## src/rtl/vpdc_pkg.sv

```systemverilog
package vpdc_pkg;

    localparam int unsigned CFG_DW_W  = 6;
    localparam int unsigned VPD_AW    = 6;
    localparam int unsigned EEP_AW    = 8;
    localparam int unsigned DATA_W    = 32;
    localparam int unsigned NBYTES    = DATA_W / 8;

    localparam logic [CFG_DW_W-1:0] CTL_DW   = 6'h3A;
    localparam logic [CFG_DW_W-1:0] DAT_DW   = 6'h3B;
    localparam logic [7:0]          CAP_ID   = 8'h03;
    localparam logic [7:0]          NEXT_HS  = 8'hE4;
    localparam logic [EEP_AW-1:0]   EEP_BASE = 8'h40;

    typedef enum logic {
        DIR_READ  = 1'b0,
        DIR_WRITE = 1'b1
    } vpd_dir_e;

    typedef logic [VPD_AW-1:0] vpd_addr_t;

    typedef struct packed {
        vpd_dir_e           dir;
        logic [EEP_AW-1:0]  addr;
        logic [DATA_W-1:0]  wdata;
    } eep_req_t;

    typedef enum logic [1:0] {
        SEL_NONE = 2'd0,
        SEL_CTL  = 2'd1,
        SEL_DAT  = 2'd2
    } slot_sel_e;

    function automatic logic [EEP_AW-1:0] eep_byte_addr(vpd_addr_t a);
        logic [EEP_AW-1:0] b;
        b = EEP_AW'({a, 2'b00});
        return b + EEP_BASE;
    endfunction

    function automatic logic [DATA_W-1:0] pack_ctl(logic flag, vpd_addr_t a, logic strap);
        logic [DATA_W-1:0] w;
        w        = '0;
        w[31]    = flag;
        w[23:18] = a;
        w[15:8]  = strap ? NEXT_HS : 8'h00;
        w[7:0]   = CAP_ID;
        return w;
    endfunction

endpackage

```

## src/rtl/vpd_cfg_decode.sv

```systemverilog
module vpd_cfg_decode
    import vpdc_pkg::*;
(
    input  logic                 cfg_rd,
    input  logic                 cfg_wr,
    input  logic [CFG_DW_W-1:0]  cfg_dw_addr,
    input  logic                 flag,
    input  vpd_addr_t            addr,
    input  logic                 hs_strap,
    input  logic [DATA_W-1:0]    data,
    output logic                 ctl_we,
    output logic                 dat_we,
    output logic                 hit,
    output logic [DATA_W-1:0]    rdata
);

    slot_sel_e sel;

    always_comb begin
        unique case (cfg_dw_addr)
            CTL_DW:  sel = SEL_CTL;
            DAT_DW:  sel = SEL_DAT;
            default: sel = SEL_NONE;
        endcase
    end

    assign ctl_we = cfg_wr && (sel == SEL_CTL);
    assign dat_we = cfg_wr && (sel == SEL_DAT);
    assign hit    = (cfg_rd || cfg_wr) && (sel != SEL_NONE);

    always_comb begin
        rdata = '0;
        if (cfg_rd) begin
            case (sel)
                SEL_CTL: rdata = pack_ctl(flag, addr, hs_strap);
                SEL_DAT: rdata = data;
                default: rdata = '0;
            endcase
        end
    end

    // read data is quiet without a read strobe
    always_comb begin
        if (!cfg_rd) begin
            a_r11_quiet_idle: assert (rdata == '0);
        end
    end

endmodule

```

## src/rtl/vpd_ctl_reg.sv

```systemverilog
module vpd_ctl_reg
    import vpdc_pkg::*;
(
    input  logic       clk,
    input  logic       rst,
    input  logic       wr_en,
    input  logic       be_addr,
    input  logic       be_flag,
    input  vpd_addr_t  wr_addr,
    input  logic       wr_flag,
    input  logic       eep_done,
    output vpd_addr_t  addr,
    output logic       flag,
    output logic       busy,
    output logic       start,
    output logic       rd_load
);

    always_ff @(posedge clk) begin
        if (rst) begin
            addr  <= '0;
            flag  <= 1'b0;
            busy  <= 1'b0;
            start <= 1'b0;
        end else begin
            start <= 1'b0;
            if (busy) begin
                if (eep_done) begin
                    busy <= 1'b0;
                    flag <= ~flag;
                end
            end else if (wr_en) begin
                if (be_addr) addr <= wr_addr;
                if (be_flag) begin
                    flag  <= wr_flag;
                    busy  <= 1'b1;
                    start <= 1'b1;
                end
            end
        end
    end

    assign rd_load = busy && eep_done && (vpd_dir_e'(flag) == DIR_READ);

    // the request is a single-cycle pulse
    a_r4_start_pulse: assert property (@(posedge clk) disable iff (rst)
        start |=> !start);

    // pending cycle locks address and flag
    a_r9_locked: assert property (@(posedge clk) disable iff (rst)
        (busy && !eep_done) |=> ($stable(addr) && $stable(flag) && busy));

    // no new request in the cycle after a pending one
    a_r9_no_restart: assert property (@(posedge clk) disable iff (rst)
        busy |=> !start);

    // completion inverts the flag and frees the block
    a_r5_done_flips: assert property (@(posedge clk) disable iff (rst)
        (busy && eep_done) |=> (flag != $past(flag)) && !busy);

endmodule

```

## src/rtl/vpd_data_reg.sv

```systemverilog
module vpd_data_reg
    import vpdc_pkg::*;
(
    input  logic               clk,
    input  logic               rst,
    input  logic               wr_en,
    input  logic [NBYTES-1:0]  be,
    input  logic [DATA_W-1:0]  wdata,
    input  logic               rd_load,
    input  logic [DATA_W-1:0]  ld_data,
    output logic [DATA_W-1:0]  data
);

    for (genvar b = 0; b < NBYTES; b++) begin : g_byte
        always_ff @(posedge clk) begin
            if (rst) begin
                data[8*b +: 8] <= '0;
            end else if (rd_load) begin
                data[8*b +: 8] <= ld_data[8*b +: 8];
            end else if (wr_en && be[b]) begin
                data[8*b +: 8] <= wdata[8*b +: 8];
            end
        end
    end

    // completed read loads every byte, over any config write
    a_r8_load_all: assert property (@(posedge clk) disable iff (rst)
        rd_load |=> (data == $past(ld_data)));

    // without a write or load the dword holds
    a_r7_hold: assert property (@(posedge clk) disable iff (rst)
        (!wr_en && !rd_load) |=> $stable(data));

endmodule

```

## src/rtl/vpd_cap_ctrl.sv

```systemverilog
module vpd_cap_ctrl
    import vpdc_pkg::*;
(
    input  logic                clk,
    input  logic                rst,
    input  logic                hs_strap,
    input  logic                cfg_rd,
    input  logic                cfg_wr,
    input  logic [5:0]          cfg_dw_addr,
    input  logic [3:0]          cfg_be,
    input  logic [31:0]         cfg_wdata,
    output logic [31:0]         cfg_rdata,
    output logic                cfg_hit,
    output logic                eep_start,
    output logic                eep_dir,
    output logic [7:0]          eep_addr,
    output logic [31:0]         eep_wdata,
    input  logic                eep_done,
    input  logic [31:0]         eep_rdata
);

    vpd_addr_t          addr;
    logic               flag;
    logic               busy;
    logic               start;
    logic               rd_load;
    logic               ctl_we;
    logic               dat_we;
    logic [DATA_W-1:0]  data;
    eep_req_t           req;

    vpd_cfg_decode u_decode (
        .cfg_rd      (cfg_rd),
        .cfg_wr      (cfg_wr),
        .cfg_dw_addr (cfg_dw_addr),
        .flag        (flag),
        .addr        (addr),
        .hs_strap    (hs_strap),
        .data        (data),
        .ctl_we      (ctl_we),
        .dat_we      (dat_we),
        .hit         (cfg_hit),
        .rdata       (cfg_rdata)
    );

    vpd_ctl_reg u_ctl (
        .clk      (clk),
        .rst      (rst),
        .wr_en    (ctl_we),
        .be_addr  (cfg_be[2]),
        .be_flag  (cfg_be[3]),
        .wr_addr  (cfg_wdata[23:18]),
        .wr_flag  (cfg_wdata[31]),
        .eep_done (eep_done),
        .addr     (addr),
        .flag     (flag),
        .busy     (busy),
        .start    (start),
        .rd_load  (rd_load)
    );

    vpd_data_reg u_data (
        .clk     (clk),
        .rst     (rst),
        .wr_en   (dat_we),
        .be      (cfg_be),
        .wdata   (cfg_wdata),
        .rd_load (rd_load),
        .ld_data (eep_rdata),
        .data    (data)
    );

    always_comb begin
        req.dir   = vpd_dir_e'(flag);
        req.addr  = eep_byte_addr(addr);
        req.wdata = data;
    end

    assign eep_start = start;
    assign eep_dir   = req.dir;
    assign eep_addr  = req.addr;
    assign eep_wdata = req.wdata;

    // identifier byte of the control dword is fixed
    a_r1_cap_id: assert property (@(posedge clk) disable iff (rst)
        (cfg_rd && cfg_dw_addr == CTL_DW) |-> (cfg_rdata[7:0] == CAP_ID));

    // reserved bits of the control dword read zero
    a_r3_reserved: assert property (@(posedge clk) disable iff (rst)
        (cfg_rd && cfg_dw_addr == CTL_DW) |-> (cfg_rdata[17:16] == 2'b00 && cfg_rdata[30:24] == 7'd0));

    // request address is dword aligned after the 0x40 offset
    a_r6_aligned: assert property (@(posedge clk) disable iff (rst)
        eep_start |-> (eep_addr[1:0] == 2'b00));

endmodule

```

## config.mk

```make
export PLATFORM = sky130hd
export DESIGN_NAME = vpd_cap_ctrl
export DESIGN_NICKNAME = d
export VERILOG_FILES = /design/src/rtl/vpdc_pkg.sv /design/src/rtl/vpd_cfg_decode.sv /design/src/rtl/vpd_ctl_reg.sv /design/src/rtl/vpd_data_reg.sv /design/src/rtl/vpd_cap_ctrl.sv
export SDC_FILE = /design/constraint.sdc
export NUM_CORES = 1
export LEC_CHECK = 0
export ABC_AREA = 1
export BUFFER_PORTS_ARGS = -buffer_cell sky130_fd_sc_hd__buf_2
export CORE_MARGIN = 2
export CORE_UTILIZATION = 40
export CTS_CLUSTER_DIAMETER = 30
export CTS_CLUSTER_SIZE = 10
export DETAILED_ROUTE_END_ITERATION = 8
export PLACE_DENSITY_LB_ADDON = 0.2
export SLEW_MARGIN = 0
export SYNTH_ARGS = -nofsm -noshare
export SYNTH_HDL_FRONTEND = slang
export SYNTH_SLANG_ARGS = --single-unit
```

## constraint.sdc

```tcl
create_clock -name clk -period 1.7 [get_ports clk]
set_input_delay 0.17 -clock clk [delete_from_list [all_inputs] [get_ports clk]]
set_output_delay 0.17 -clock clk [all_outputs]
set_load 0.05 [all_outputs]
```

==> impl_results.md, run 1 <==
* Cell area after layout at 3939 um^2
* Cell area after placement at 3650 um^2
* Cell Pwr Density at around 470 nW/um^2
* Final Skew at about 0.005 ns
* Synth top area share at between 30% and 40%
* CTS clk-pin slew, worst paths at about 0.07 ns
* Largest net degree at the start of global routing at 35
* Post-synth top area cell: dfxtp_1
* Drt pass-1 iters at 4
* Vias per cell at 4.790
* Placement Setup Slack at -0.2126 ns
* First-pass GRT wire length at around 13 mm
* Critical Path RT at around 1.5 ns
* Vias in the first global route at around 2800
* Max-Cap Viols at 0
* CTS sink count at slightly above 40
* Crit path launch: cfg_dw_addr[2]
* Fmax at 585.4 MHz
* Global route overflow at 0
* CTS max path bufs at 2
* GR Util All Layers at between 20 and 25%
* Multi-input combinational cell area at about 1600 um^2
* Worst Slack Setup Final at -0.008307 ns
* Arrival @ worst endpoint at 1.54 ns
* Period utilization at 100.5%
* HP Class: input pin to flop
* DP Wirelength at 6.123 mm
* Failing checks: setup timing
* Antenna-violating nets left at 0
* Nets@finish at between 600 and 700
* Area grow syn2layout at 52.52%
* Vias at about 3200
* Die ar. at around 7100 um^2
* DR iter-0 viols at 75
* Crit-path cells: buf_2 -> nor2_4 -> inv_2 -> nor3_4 -> ha_4 -> or2_4 -> a21oi_4 -> buf_6
* Status: complete, but fails checks
* I/O pin count at approximately 160
* CP max stage delay at 0.32 ns
* Initial antenna violation count at 0
* Initial core utilization at roughly two fifths
* Crit Path Class: input pin to primary output
* Cell row count at 29
* # diodes at 0
* Reg area at a little over 800 um^2
* Lkg Pwr at between 1.5 and 2 nW
* CTS Buf Count at 5
* Distinct cells, synth at 22
* Setup violation total in the final timing report at 7
* Post-synthesis cell count at roughly 430
* Most common cell after layout, fill and taps aside: buf_2
* Final setup TNS at -0.02922 ns
* Worst r2r src: u_ctl.busy
* Sequential cell area fraction in the yosys report at a little under a third
* Share of cells above drive strength 1 at roughly two fifths
* CTS tree: built
* RSZ-0062 raised after global routing: true
* VDD IR max at around 0.27 mV
* Worst-Skew Late Latency at just under 0.3 ns
* Crit-path slowest cell: or2_4
* Syn_area_per_cell at between 5 and 6 um^2
* CTS HTree Levels at 2
* Fillers at just over 600
* WP buf/inv at 3
* Port Buffer Count at 152
* Most frequent cells in the layout: 125 x buf_2, 109 x nand2_1, 69 x inv_1
* Slew Limit Fails at 0
* Die width at roughly 84 um
* Top cells by area, synth: dfxtp_1 32%, nand2_1 16%, nand3_1 13%
* Post-DR wirelength/cell at ~12 um
* YS warnings at 0
* Final Hold Viols at 0
* Crit-path max FO at 7
* Die H at between 80 and 90 um
* Kind of end point of the critical path: primary output
* CORE AREA at ~6300 um^2
* CTS hold repair buffers at 0
* Total power at 1.854 mW
* Worst hold start: cfg_wdata[20]
* Setup crit start kind: input pin
* DRC at 0
* Syn Std Cell Area at about 2600 um^2
* Routed wire length at ~8.1 mm
* GPL Wtd Cong at between 0.7 and 0.8
* Crit path max-delay family: simple AND/OR/NAND/NOR gates
* Clock Tree Root: clkbuf_8
* FF+latch count, synth at a little over 40
* Min cycle time layout at 1.708 ns
## final cells by class
type                            instances  share of cell area [%]
Multi-Input combinational cell        289                   40.12
Sequential cell                        41                   20.84
Timing Repair Buffer                  173                   27.29
Inverter                               74                   7.116
Clock buffer                            7                   2.192
Tap cell                               77                   2.446
## synth_stat cells
| cell | instances |
|---|---|
| nor2_1 | 40 |
| or2_2 | 1 |
| nand2_4 | 2 |
| buf_1 | 1 |
| buf_8 | 1 |
| o21ai_0 | 7 |
| xor2_1 | 1 |
| nand3_1 | 66 |
| nand2_2 | 1 |
| inv_2 | 1 |
| nand3_2 | 5 |
| a21oi_1 | 47 |
| inv_1 | 73 |
| clkbuf_1 | 9 |
| nand2_1 | 111 |
| buf_2 | 7 |
| dfxtp_1 | 41 |
| nor2_2 | 1 |
| conb_1 | 1 |
| ha_1 | 3 |
| nor3_1 | 1 |
| buf_4 | 11 |
## logic make-up (layout without fill, tap and decap cells)
logic type                 count (synthesis)  after routing  share of synthesized area (%)
and+or+nand+nor                          228            229                          38.47
buffers and inverters                    103            254                          17.34
AOI/OAI and AO/OA                         54             54                          10.47
DFF                                       41             41                          31.78
adders and majority gates                  3              3                          1.454
other                                      1              2                         0.1452
xor gates and xnor gates                   1              1                         0.3392
## metrics by stage
| step | hold WS (ns) | std cells | utilization (%) |
|---|---|---|---|
| CTS | 0.1410 | 661 | 61.32 |
| floorplan | 0.3333 | 432 | - |
| finish | 0.1424 | 661 | 62.39 |
| global placement | 0.4439 | 652 | 57.81 |
| global route | 0.1634 | 661 | 62.39 |
| detailed placement | 0.4497 | 652 | 57.81 |
## tightest hold or removal path: cells and delay by family
family | cells | cell delay (ns)
AO/OA/AOI/OAI | 1 | 0.07
buffers and inverters | 1 | 0.09
AND/OR/NAND/NOR | 1 | 0.08
## routing by layer
metal  up-vias  part of all wire (%)  wire length [um]  track usage, %
met2       120                    50              4076           39.68
li1       1623                     -                 -               -
met1      1407                    41              3336           26.40
met4         0                   2.3               189           8.225
met3        16                   6.7               545           5.310
met5         -                     0                 0               0
## worst paths after layout
check | endpoint | slack (ns) | cells past startpoint
setup reg to reg | u_data.data[28] | 0.26 | 5
setup / recovery | cfg_rdata[22] | -0.008 | 8
hold reg to reg | u_data.data[29] | 0.49 | 2
hold / removal | u_ctl.addr[2] | 0.14 | 3
## flip-flops by register name, summed over array words and instances (netlist names)
register and cells:
u_data.data 32, u_ctl.addr 6, u_ctl.busy 1, u_ctl.flag 1
u_ctl.start 1
## where the power goes
group | leakage, nW | internal, mW | switching [mW] | total [mW]
Sequential | 0.330 | 0.963 | 0.00261 | 0.965
Clock | 0.0443 | 0.322 | 0.317 | 0.640
Combinational | 1.61 | 0.107 | 0.142 | 0.249
## repair_timing
action / in CTS / in global routing
resized for setup: 34 / 34
setup buffers: 1 / 0
pin swaps: 5 / 2
endpoints found under the setup margin: 32 / 32
gates cloned: 1 / 0
(Power assumes the default switching activity.)
==> inputs of run 2 (changes only) <==
--- a/config.mk
+++ b/config.mk
@@ -5,7 +5,7 @@
 export SDC_FILE = /design/constraint.sdc
 export NUM_CORES = 1
 export LEC_CHECK = 0
-export ABC_AREA = 1
+export ABC_AREA = 0
 export BUFFER_PORTS_ARGS = -buffer_cell sky130_fd_sc_hd__buf_2
 export CORE_MARGIN = 2
 export CORE_UTILIZATION = 40
==> impl_results.md, run 2 <==
* Status: complete, but fails checks
* Failing checks: setup timing
* Global route overflow at 0 (unchanged)
* DR iter-0 viols at 30 (-60%)
* Period utilization at 111.0% (+11 points)
* Vias at 2382 (-25%)
* CTS Buf Count at 5 (unchanged)
* DRC at 0 (unchanged)
* Worst-Skew Late Latency at 0.28 ns (about the same)
* Post-synth top area cell: dfxtp_1
* CTS max path bufs at 2 (unchanged)
* Synth top area share at 32.16% (+0.37 points)
* GR Util All Layers at 20.03% (-2.4 points)
* Synth top cells by count: 41 x dfxtp_1, 38 x mux2i_1, 32 x a211oi_2
* Largest register FFs at 32 (unchanged)
* Post-synthesis cell count at 252 (-42%)
* Ys async rst share at 0% (unchanged)
* CORE AREA at 6277 um^2 (-0.57%)
* Worst Slack Setup Final at -0.1871 ns (-0.1788 ns)
* Most frequent cell after synthesis: dfxtp_1
* Net Sw Frac at 24.72% (-0.22 points)
* Critical Path RT at 1.53 ns (about the same)
* Setup violation total in the final timing report at 32 (+25)
* Fillers at 567 (-7.2%)
* RSZ-0062 raised after global routing: true
* VDD IR max at 0.3764 mV (+40%)
* Fmax at 529.9 MHz (-9.5%)
* Cell area after placement at 3440 um^2 (-5.8%)
* Internal at 1.349 mW (-3.1%)
* I/O pin count at 155 (unchanged)
* Clock Tree Root: clkbuf_8
* Share of cells above drive strength 1 at 68.91% (+28 points)
* Top FF cell, synth: dfxtp_1
* Crit Path Class: input pin to primary output
* Reg area at 820.8 um^2 (unchanged)
* Kind of end point of the critical path: primary output
* First-pass GRT wire length at 11.51 mm (-12%)
* Initial core utilization at 40.66% (-0.24 points)
* Comb pwr share at 12.0% (-1.4 points)
* Largest regs: u_data.data: 32 flops, u_ctl.addr: 6 flops
* Vias per cell at 4.973 (+3.8%)
* Drt pass-1 iters at 4 (unchanged)
* CTS clk-pin slew, worst paths at 0.08 ns (about the same)
* R2R depth at 4 (-1)
* Cell Pwr Density at 460.8 nW/um^2 (-2.1%)
* Final setup TNS at -2.729 ns (-2.700 ns)
* Most common cell after layout, fill and taps aside: buf_2
* Nets@finish at 484 (-27%)
* Number of synthesized flops with an enable pin at 0 (unchanged)
* Hold path depth at 2 (-1)
* Arrival @ worst endpoint at 1.72 ns (+0.18 ns)
* NetSw at 442.9 uW (-4.2%)
* Final Skew at 0.002897 ns (-0.002090 ns)
* Slew Limit Fails at 0 (unchanged)
* Vias in the first global route at 2312 (-18%)
* Cell area after layout at 3887 um^2 (-1.3%)
* CTS HTree Levels at 2 (unchanged)
* Min cycle time layout at 1.887 ns (+0.1788 ns)
* CTS sink count at 41 (unchanged)
* Antenna-violating nets left at 0 (unchanged)
* Die width at 83.88 um (-0.56%)
* Setup crit start kind: input pin
* GPL Wtd Cong at 0.7495 (-1.0%)
* Multi-input combinational cell area at 1719 um^2 (+8.8%)
* Cell row count at 29 (unchanged)
* Final Hold Viols at 0 (unchanged)
* CTS hold repair buffers at 0 (unchanged)
* Routed wire length at 7.195 mm (-12%)
* Area grow syn2layout at 52.30%
* FF+latch count, synth at 41 (unchanged)
* Syn_area_per_cell at 10.13 um^2 (+69%)
* Initial antenna violation count at 0 (unchanged)
* CTS tree: built
* Clk pwr share at 34.1% (-0.4 points)
* Most frequent cells in the layout: 117 x buf_2, 41 x dfxtp_1, 38 x mux2i_1
* Seq pwr share at 53.9% (+1.8 points)
* # diodes at 0 (unchanged)
* Biggest register: u_data.data
* Max-Cap Viols at 0 (unchanged)
* Largest net degree at the start of global routing at 35 (unchanged)
* HP Class: input pin to flop
* Distinct cells, synth at 32 (+45%)
* Sequential cell area fraction in the yosys report at 32.16% (+0.37 points)
* Port Buffer Count at 152 (unchanged)
* Post-DR wirelength/cell at 15.02 um (+22%)
* Syn Std Cell Area at 2552 um^2 (-1.2%)
* Lkg Pwr at 1.974 nW (-0.34%)
* DP Wirelength at 5.208 mm (-15%)
* Die H at 83.88 um (-0.56%)
* Die ar. at 7036 um^2 (-1.1%)
* YS warnings at 0 (unchanged)
* Crit-path max FO at 6 (-1)
* Top cells by area, synth: dfxtp_1 32%, a211oi_2 16%, mux2i_1 15%
-- run 2: cell count changes in the layout (fill, tap and decap cells not counted), sizes merged, moves of 7 or more --
cell    before  now
inv         74    2
a22oi        0    7
nand3       71    4
mux2i        0   38
a211oi       0   32
nand2      114    5
nor2        41   52
a21oi       47    8
o21ai        7    0
and3         0   19
-- run 2: cell type report --
cell class / instances / share of cell area [%]
Inverter: 2 / 0.1931
Timing Repair Buffer: 168 / 29.93
Tap cell: 77 / 2.478
Clock buffer: 8 / 2.060
Sequential cell: 41 / 21.11
Multi-Input combinational cell: 183 / 44.22
-- run 2: metrics by stage --
stage	setup WS, ns	utilization [%]	total power [mW]	hold slack [ns]	instances
CTS	-0.1299	60.14	1.822	0.09920	475
finish	-0.1871	61.93	1.791	0.1051	479
global placement	-0.2939	54.79	1.189	0.3899	465
floorplan	-0.1178	-	1.075	0.2804	253
global route	-0.2401	61.93	1.868	0.1037	479
detailed placement	-0.4057	54.79	1.192	0.4011	465
-- run 2: logic make-up after synthesis --
group                    count (synthesis)  share of synthesized area [%]
adder cells (fa/ha/maj)                  3                          1.471
buffers and inverters                   29                          9.069
multiplexers                            38                          14.90
flip-flops                              41                          32.16
other                                    1                         0.1469
AO/OA/AOI/OAI                           50                          20.29
XOR/XNOR                                 1                         0.3432
AND/OR/NAND/NOR                         89                          21.62
-- run 2: power groups by stage --
stage	clock network [mW]	registers (mW)	logic (mW)
after floorplan	0	0.998	0.0762
after global placement	0	0.988	0.201
after detailed placement	0	0.988	0.204
after CTS	0.644	0.965	0.212
after global routing	0.669	0.966	0.233
final	0.610	0.966	0.215
-- run 2: critical path, stage by stage --
cell	delay, ns
buf_6	0.09
nor2b_1	0.11
nand4_1	0.17
or2_4	0.31
ha_4	0.23
nand2b_4	0.16
buf_12	0.17
a21oi_4	0.13
buf_6	0.17
-- run 2: timing repair --
action | 4_1_cts | 5_1_grt
pin swaps | 7 | 8
buffers inserted | 2 | 4
setup endpoints to repair | 29 | 33
gates resized for setup | 64 | 21
-- run 2: worst paths after layout --
check	startpoint	endpoint	slack [ns]
worst min-delay path	cfg_wdata[31]	u_ctl.flag	0.11
worst min register to register	u_ctl.addr[3]	u_ctl.addr[3]	0.55
worst max register to register	u_ctl.flag	u_data.data[6]	0.40
worst max-delay path	cfg_dw_addr[2]	cfg_rdata[10]	-0.19
-- run 2: routing by layer --
metal | GRT usage (%) | vias to the layer above | wire, um
li1 | - | 1193 | -
met2 | 36.65 | 83 | 3804
met3 | 3.759 | 5 | 411
met4 | 4.692 | 0 | 54
met5 | 0 | - | 0
met1 | 24.10 | 1101 | 2925
